===== src/rtl/rp_bringup_pkg.sv =====
package rp_bringup_pkg;

  typedef enum logic [3:0] {
    ST_IDLE,
    ST_PHY,
    ST_ACK0,
    ST_ACK1,
    ST_HOLD,
    ST_SETTLE,
    ST_READY,
    ST_DONE,
    ST_FAIL
  } seq_state_t;

  localparam logic [2:0] STEP_NONE  = 3'd0;
  localparam logic [2:0] STEP_PHY   = 3'd1;
  localparam logic [2:0] STEP_ACK0  = 3'd2;
  localparam logic [2:0] STEP_ACK1  = 3'd3;
  localparam logic [2:0] STEP_READY = 3'd4;

  function automatic int max_of(input int a, input int b);
    return (a > b) ? a : b;
  endfunction

endpackage


===== src/rtl/rpbu_timer.sv =====
// Tick-based elapsed counter and poll phase, both cleared on every state change.
module rpbu_timer #(
  parameter int POLL_US = 100,
  parameter int CNT_W   = 18,
  parameter int PW      = 7
) (
  input  logic             clk,
  input  logic             rst_n,
  input  logic             restart,
  input  logic             us_tick,
  output logic [CNT_W-1:0] elapsed,
  output logic             poll_due
);

  logic [PW-1:0] phase_q;

  always_ff @(posedge clk or negedge rst_n) begin
    if (!rst_n) begin
      elapsed <= '0;
      phase_q <= '0;
    end else if (restart) begin
      elapsed <= '0;
      phase_q <= '0;
    end else if (us_tick) begin
      if (elapsed != '1) elapsed <= elapsed + 1'b1;
      if (phase_q == PW'(POLL_US - 1)) phase_q <= '0;
      else                             phase_q <= phase_q + 1'b1;
    end
  end

  assign poll_due = (phase_q == '0);

  // the poll phase never leaves its window of POLL_US ticks
  a_r2_phase_in_window: assert property (@(posedge clk) disable iff (!rst_n)
    phase_q <= PW'(POLL_US - 1));

  // a state change restarts the poll phase at a sampling tick
  a_r2_restart_aligns: assert property (@(posedge clk) disable iff (!rst_n)
    restart |=> poll_due);

endmodule


===== src/rtl/rpbu_ctrl.sv =====
// Sequencing state machine and the sticky failed-step record.
module rpbu_ctrl
  import rp_bringup_pkg::*;
#(
  parameter int WAIT_TO_US  = 50000,
  parameter int HOLD_US     = 100,
  parameter int SETTLE_US   = 100000,
  parameter int READY_TO_US = 250000,
  parameter int CNT_W       = 18
) (
  input  logic             clk,
  input  logic             rst_n,
  input  logic             start,
  input  logic             us_tick,
  input  logic             phy_refclk_ok,
  input  logic [1:0]       lane_ack,
  input  logic             port_ready,
  input  logic [CNT_W-1:0] elapsed,
  input  logic             poll_due,
  output seq_state_t       state_q,
  output logic             restart,
  output logic [2:0]       err_step
);

  seq_state_t state_d;
  logic [2:0] step_d;
  logic       sample;
  logic       wait_last;
  logic       ready_last;
  logic       hold_end;
  logic       settle_end;
  logic       accepts_start;

  assign sample     = us_tick && poll_due;
  assign wait_last  = us_tick && (elapsed == CNT_W'(WAIT_TO_US - 1));
  assign ready_last = us_tick && (elapsed == CNT_W'(READY_TO_US - 1));
  assign hold_end   = us_tick && (elapsed == CNT_W'(HOLD_US));
  assign settle_end = us_tick && (elapsed == CNT_W'(SETTLE_US));
  assign accepts_start = (state_q == ST_IDLE) || (state_q == ST_DONE) ||
                         (state_q == ST_FAIL);

  always_comb begin
    state_d = state_q;
    step_d  = err_step;
    case (state_q)
      ST_IDLE, ST_DONE, ST_FAIL: begin
        if (start) begin
          state_d = ST_PHY;
          step_d  = STEP_NONE;
        end
      end
      ST_PHY: begin
        if (sample && phy_refclk_ok) begin
          state_d = ST_ACK0;
        end else if (wait_last) begin
          state_d = ST_FAIL;
          step_d  = STEP_PHY;
        end
      end
      ST_ACK0: begin
        if (sample && lane_ack[0]) begin
          state_d = ST_ACK1;
        end else if (wait_last) begin
          state_d = ST_FAIL;
          step_d  = STEP_ACK0;
        end
      end
      ST_ACK1: begin
        if (sample && lane_ack[1]) begin
          state_d = ST_HOLD;
        end else if (wait_last) begin
          state_d = ST_FAIL;
          step_d  = STEP_ACK1;
        end
      end
      ST_HOLD: begin
        if (hold_end) state_d = ST_SETTLE;
      end
      ST_SETTLE: begin
        if (settle_end) state_d = ST_READY;
      end
      ST_READY: begin
        if (sample && port_ready) begin
          state_d = ST_DONE;
        end else if (ready_last) begin
          state_d = ST_FAIL;
          step_d  = STEP_READY;
        end
      end
      default: begin
        state_d = ST_IDLE;
        step_d  = STEP_NONE;
      end
    endcase
  end

  assign restart = (state_d != state_q);

  always_ff @(posedge clk or negedge rst_n) begin
    if (!rst_n) begin
      state_q  <= ST_IDLE;
      err_step <= STEP_NONE;
    end else begin
      state_q  <= state_d;
      err_step <= step_d;
    end
  end

  // in the error state the step code is one of the four defined codes
  a_r4_step_code_valid: assert property (@(posedge clk) disable iff (!rst_n)
    (state_q == ST_FAIL) |-> (err_step >= STEP_PHY && err_step <= STEP_READY));

  // without a start the error state holds
  a_r8_fail_sticky: assert property (@(posedge clk) disable iff (!rst_n)
    (state_q == ST_FAIL && !start) |=> (state_q == ST_FAIL && $stable(err_step)));

  // a start while busy never sends the machine back to the PHY wait
  a_r9_busy_start_ignored: assert property (@(posedge clk) disable iff (!rst_n)
    (!accepts_start && state_q != ST_PHY && start) |=> (state_q != ST_PHY));

  // an accepted start clears the step code
  a_r10_start_clears_step: assert property (@(posedge clk) disable iff (!rst_n)
    (accepts_start && start) |=> (state_q == ST_PHY && err_step == STEP_NONE));

endmodule


===== src/rtl/rpbu_drive.sv =====
// Decodes the sequencing state into the port's control levels.
module rpbu_drive
  import rp_bringup_pkg::*;
(
  input  seq_state_t state_q,
  output logic       lane_cfg_access,
  output logic [1:0] lane_req,
  output logic [1:0] lane_refclk_en,
  output logic       port_refclk_en,
  output logic       ep_reset_n,
  output logic       refclk_gate_dis,
  output logic       appclk_gate_dis,
  output logic       done,
  output logic       err
);

  always_comb begin
    lane_cfg_access = 1'b0;
    lane_req        = 2'b00;
    lane_refclk_en  = 2'b00;
    port_refclk_en  = 1'b0;
    ep_reset_n      = 1'b0;
    refclk_gate_dis = 1'b1;
    appclk_gate_dis = 1'b1;
    done            = 1'b0;
    err             = 1'b0;
    case (state_q)
      ST_ACK0: begin
        lane_cfg_access = 1'b1;
        lane_req        = 2'b01;
      end
      ST_ACK1: begin
        lane_cfg_access = 1'b1;
        lane_req        = 2'b11;
      end
      ST_HOLD: begin
        lane_req       = 2'b11;
        lane_refclk_en = 2'b11;
        port_refclk_en = 1'b1;
      end
      ST_SETTLE, ST_READY: begin
        lane_req       = 2'b11;
        lane_refclk_en = 2'b11;
        port_refclk_en = 1'b1;
        ep_reset_n     = 1'b1;
      end
      ST_DONE: begin
        lane_req        = 2'b11;
        lane_refclk_en  = 2'b11;
        port_refclk_en  = 1'b1;
        ep_reset_n      = 1'b1;
        refclk_gate_dis = 1'b0;
        appclk_gate_dis = 1'b0;
        done            = 1'b1;
      end
      ST_FAIL: begin
        err = 1'b1;
      end
      default: begin
      end
    endcase
  end

endmodule


===== src/rtl/rp_bringup_seq.sv =====
module rp_bringup_seq
  import rp_bringup_pkg::*;
#(
  parameter int POLL_US     = 100,
  parameter int WAIT_TO_US  = 50000,
  parameter int HOLD_US     = 100,
  parameter int SETTLE_US   = 100000,
  parameter int READY_TO_US = 250000
) (
  input  logic       clk,
  input  logic       rst_n,
  input  logic       start,
  input  logic       us_tick,
  input  logic       phy_refclk_ok,
  input  logic [1:0] lane_ack,
  input  logic       port_ready,
  output logic       lane_cfg_access,
  output logic [1:0] lane_req,
  output logic [1:0] lane_refclk_en,
  output logic       port_refclk_en,
  output logic       ep_reset_n,
  output logic       refclk_gate_dis,
  output logic       appclk_gate_dis,
  output logic       done,
  output logic       err,
  output logic [2:0] err_step
);

  localparam int CNT_MAX = max_of(max_of(WAIT_TO_US, HOLD_US),
                                  max_of(SETTLE_US, READY_TO_US)) + 1;
  localparam int CNT_W   = $clog2(CNT_MAX + 1);
  localparam int PW      = (POLL_US > 1) ? $clog2(POLL_US) : 1;

  seq_state_t       state_q;
  logic             restart;
  logic [CNT_W-1:0] elapsed;
  logic             poll_due;

  rpbu_timer #(
    .POLL_US (POLL_US),
    .CNT_W   (CNT_W),
    .PW      (PW)
  ) u_timer (
    .clk      (clk),
    .rst_n    (rst_n),
    .restart  (restart),
    .us_tick  (us_tick),
    .elapsed  (elapsed),
    .poll_due (poll_due)
  );

  rpbu_ctrl #(
    .WAIT_TO_US  (WAIT_TO_US),
    .HOLD_US     (HOLD_US),
    .SETTLE_US   (SETTLE_US),
    .READY_TO_US (READY_TO_US),
    .CNT_W       (CNT_W)
  ) u_ctrl (
    .clk           (clk),
    .rst_n         (rst_n),
    .start         (start),
    .us_tick       (us_tick),
    .phy_refclk_ok (phy_refclk_ok),
    .lane_ack      (lane_ack),
    .port_ready    (port_ready),
    .elapsed       (elapsed),
    .poll_due      (poll_due),
    .state_q       (state_q),
    .restart       (restart),
    .err_step      (err_step)
  );

  rpbu_drive u_drive (
    .state_q         (state_q),
    .lane_cfg_access (lane_cfg_access),
    .lane_req        (lane_req),
    .lane_refclk_en  (lane_refclk_en),
    .port_refclk_en  (port_refclk_en),
    .ep_reset_n      (ep_reset_n),
    .refclk_gate_dis (refclk_gate_dis),
    .appclk_gate_dis (appclk_gate_dis),
    .done            (done),
    .err             (err)
  );

  // the lane window opens only after the PHY clock status was high
  a_r2_lane_after_phy: assert property (@(posedge clk) disable iff (!rst_n)
    $rose(lane_cfg_access) |-> $past(phy_refclk_ok));

  // request 1 rises only after acknowledge 0 was high
  a_r3_req1_after_ack0: assert property (@(posedge clk) disable iff (!rst_n)
    $rose(lane_req[1]) |-> ($past(lane_ack[0]) && lane_req[0]));

  // the endpoint leaves reset only with every reference clock on
  a_r5_release_needs_clocks: assert property (@(posedge clk) disable iff (!rst_n)
    ep_reset_n |-> (lane_refclk_en == 2'b11 && port_refclk_en && !lane_cfg_access));

  // done rises only after port ready was high
  a_r6_ready_before_done: assert property (@(posedge clk) disable iff (!rst_n)
    $rose(done) |-> ($past(port_ready) && $past(ep_reset_n)));

  // gating overrides are removed only in the done state
  a_r7_ungate_only_done: assert property (@(posedge clk) disable iff (!rst_n)
    (!refclk_gate_dis || !appclk_gate_dis) |-> done);

endmodule


===== config.mk =====
export PLATFORM = sky130hd
export DESIGN_NAME = rp_bringup_seq
export DESIGN_NICKNAME = d
export VERILOG_FILES = /design/src/rtl/rp_bringup_pkg.sv /design/src/rtl/rpbu_timer.sv /design/src/rtl/rpbu_ctrl.sv /design/src/rtl/rpbu_drive.sv /design/src/rtl/rp_bringup_seq.sv
export SDC_FILE = /design/constraint.sdc
export NUM_CORES = 1
export LEC_CHECK = 0
export ABC_AREA = 1
export BUFFER_PORTS_ARGS = -buffer_cell sky130_fd_sc_hd__buf_4
export CAP_MARGIN = 20
export CORE_UTILIZATION = 60
export DETAILED_ROUTE_END_ITERATION = 6
export PLACE_DENSITY = 0.79
export REMOVE_ABC_BUFFERS = 1
export SYNTH_ARGS = -nofsm -noshare
export SYNTH_HDL_FRONTEND = slang
export SYNTH_SLANG_ARGS = --single-unit

===== constraint.sdc =====
create_clock -name clk -period 5.2 [get_ports clk]
set_input_delay 0.78 -clock clk [delete_from_list [all_inputs] [get_ports clk]]
set_output_delay 0.78 -clock clk [all_outputs]
set_load 0.01 [all_outputs]

==> flow_metrics.tcl <==
set metrics [dict create \
    p_clk_share_pct 22.5 \
    cp.depth 8 \
    cpPeakStageDelay_ps 560 \
    root_buffer "clkbuf_8" \
    fin_util_pct 68.6 \
    die_w_um 67.2 \
    path_clk_slew_ps 70 \
    syn_avg_cell_area_um2 6.98 \
    ant_nets 0 \
    synth_area_mm2 0.00255 \
    via_per_inst 5.68 \
    cpLargestDelayFamily "simple AND/OR/NAND/NOR gates" \
    grt_pass1_vias 2078 \
    period_share_pct 45.0 \
    track_usage_pct 28.6 \
    core-area_mm2 0.00403 \
    status "finished, final reports clean" \
    p_int_mw 0.578 \
    dr.pass1.iters 5 \
    synth.distinct_cells 28 \
    skew_ps 3.57 \
    cp_num_buf_inv 0 \
    most-common-layout-cells "93 x nand2_1, 50 x nor2_1, 42 x inv_1" \
    path_cells "ha_1 > nand3_4 > nor4_1 > nand2_1 > nand2_1 > nand4_1 > nand2_2 > nor3_1" \
    yosys_register_bits 32 \
    final_common_cell "nand2_1" \
    cts_buffer_depth 2 \
    pin_count 22 \
    reg2regPathDepth 8 \
    worst_ep_arrival_time_ps 2480 \
    areaGrowthSynthToFinish_pct 8.44 \
    cts.htree.levels 2 \
    p_sw_share_pct 46.3 \
    finalHoldViolCount 0 \
    required_ps 5340 \
    power.density_mw_per_mm2 390 \
    grt_pass1_wl_mm 9.71 \
    synthAdderAreaFrac_pct 1.96 \
    cpMaxStageDelayCell "nand2_2" \
    ys_seq_area_share_pct 31.4 \
    port_buffers 21 \
    cts_setup_buffers 0 \
    combPwrFrac_pct 47.8 \
    vias 2452 \
    min_path_type "in2async" \
    place_area_mm2 0.00265 \
    rows 23 \
    fin_area_mm2 0.00276 \
    yosysTopAreaCell "dfrtp_1" \
    synth-main-ff-cell "dfrtp_1" \
    path_max_fanout 25 \
    max_freq_mhz 428 \
    cts_hold_buf 0 \
    yosys_warnings 0 \
    synth_xor_area_share_pct 0.687 \
    seq_power_share_pct 29.7 \
    drv_cap 0 \
    design.die.area_mm2 0.00451 \
    synth_top_family_by_area "simple AND/OR/NAND/NOR gates" \
    clk_latency_ps 290 \
    post_cts_resized 0 \
    die_h_um 67.2 \
    synth_compound_area_share_pct 5.79 \
    start_util_pct 63.3 \
    grt-ovfl-total 0 \
    crit_path_start_kind "register" \
    antenna_found_initial 0 \
    fin_crit_ps 2340 \
    rsz0062_at_grt "false" \
    wire_per_inst_um 13.6 \
    path_common_cell "nand2_1" \
    cts-buffers-inserted 5 \
    hpwl_mm 4.27 \
    antenna_cells 0 \
    synth_edf_count 0 \
    grt_max_degree 33 \
    fin_tns_setup_ps 0 \
    crit_path_end_kind "register" \
    worstMarginPinSlew_ps 732 \
    critPathKind "reg2reg" \
    drive_above_1_share_pct 18.8 \
    async_flop_share_pct 100 \
    yosys.area_share.simple_pct 48.8 \
    cts_sinks 32 \
    syn_inst 365 \
    fin_nets 393 \
    cts_tree "done" \
    gp_congestion 0.937 \
    drc 0 \
    wirelength_mm 5.87 \
    slew_viol_final 0 \
    drt_iter0_drc 274 \
    synth.area.top_cells "dfrtp_1 31%, nand2_1 14%, nor3_2 8.6%" \
    slew_headroom_pct 51.0 \
    power.leakage_nw 1.27 \
    finalSetupViolCount 0 \
    p_sw_mw 0.499 \
    ir_drop_mv 0.196 \
    synthMuxAreaShare_pct 0 \
    synth_top_area_share_pct 31.4 \
]
==> final timing paths <==
path                                     from                   to  slack (ps)
max                        u_timer.elapsed[0]  u_timer.elapsed[12]        2860
min                                     rst_n   u_timer.elapsed[3]         420
max reg2reg                u_timer.elapsed[0]  u_timer.elapsed[12]        2860
min reg2reg                u_ctrl.err_step[1]   u_ctrl.err_step[1]         480
max in group asynchronous               rst_n  u_timer.elapsed[16]        4470
min in group clk           u_ctrl.err_step[1]   u_ctrl.err_step[1]         480
==> area by class of cell <==
type                       instances  area, µm²
multi-input combinational        275       1460
sequential                        32        801
inverter                          46        173
tap                               50       62.6
fill                             341       1260
timing repair buffer              21        158
clock inverter                     3       42.5
clock buffer                       5       68.8
==> power by group through the flow <==
stage	Combinational (mW)	Clock (mW)	Sequential, mW
floorplan	0.369	0	0.317
global placement	0.510	0	0.323
detailed placement	0.517	0	0.324
CTS	0.519	0.243	0.319
global route	0.584	0.253	0.325
finish	0.515	0.242	0.320
==> cells by family after synthesis <==
family	count (synthesis)
AO/OA/AOI/OAI	26
XOR/XNOR	2
adder cells (fa/ha/maj)	4
buffers and inverters	58
flip-flops	32
AND/OR/NAND/NOR	243
==> sequential cells by signal, indices dropped and copies added (netlist names) <==
| name | count |
|---|---|
| u_timer.elapsed | 18 |
| u_timer.phase_q | 7 |
| u_ctrl.state_q | 4 |
| u_ctrl.err_step | 3 |
==> stage by stage <==
stage	total power, mW	std cells	hold slack, ps	worst slack (ps)
floorplan	0.686	353	484	3120
global placement	0.833	424	459	2770
detailed placement	0.841	424	467	2710
CTS	1.08	432	438	2860
global route	1.16	432	456	2560
finish	1.08	432	421	2860
==> metal layers <==
metal	track usage, %	vias up	routed length, µm	part of all wire [%]
met5	0	-	0	0
met4	7.45	0	81	1.4
met3	5.24	8	401	6.8
met2	44.4	92	2780	47
met1	40.7	1132	2610	44
li1	-	1220	-	-
==> cells in the mapped netlist, types with 3 or more instances <==
cell type,number
nor2_1,50
ha_1,4
nor4_1,3
o21ai_0,18
inv_2,4
nand2_1,93
nand3_1,39
dfrtp_1,32
nor3_1,10
inv_1,42
buf_4,5
nand3_2,4
nand4_1,9
nand2_2,7
buf_6,7
nor3_2,22
Note: power is estimated with default switching activity, not from simulation.
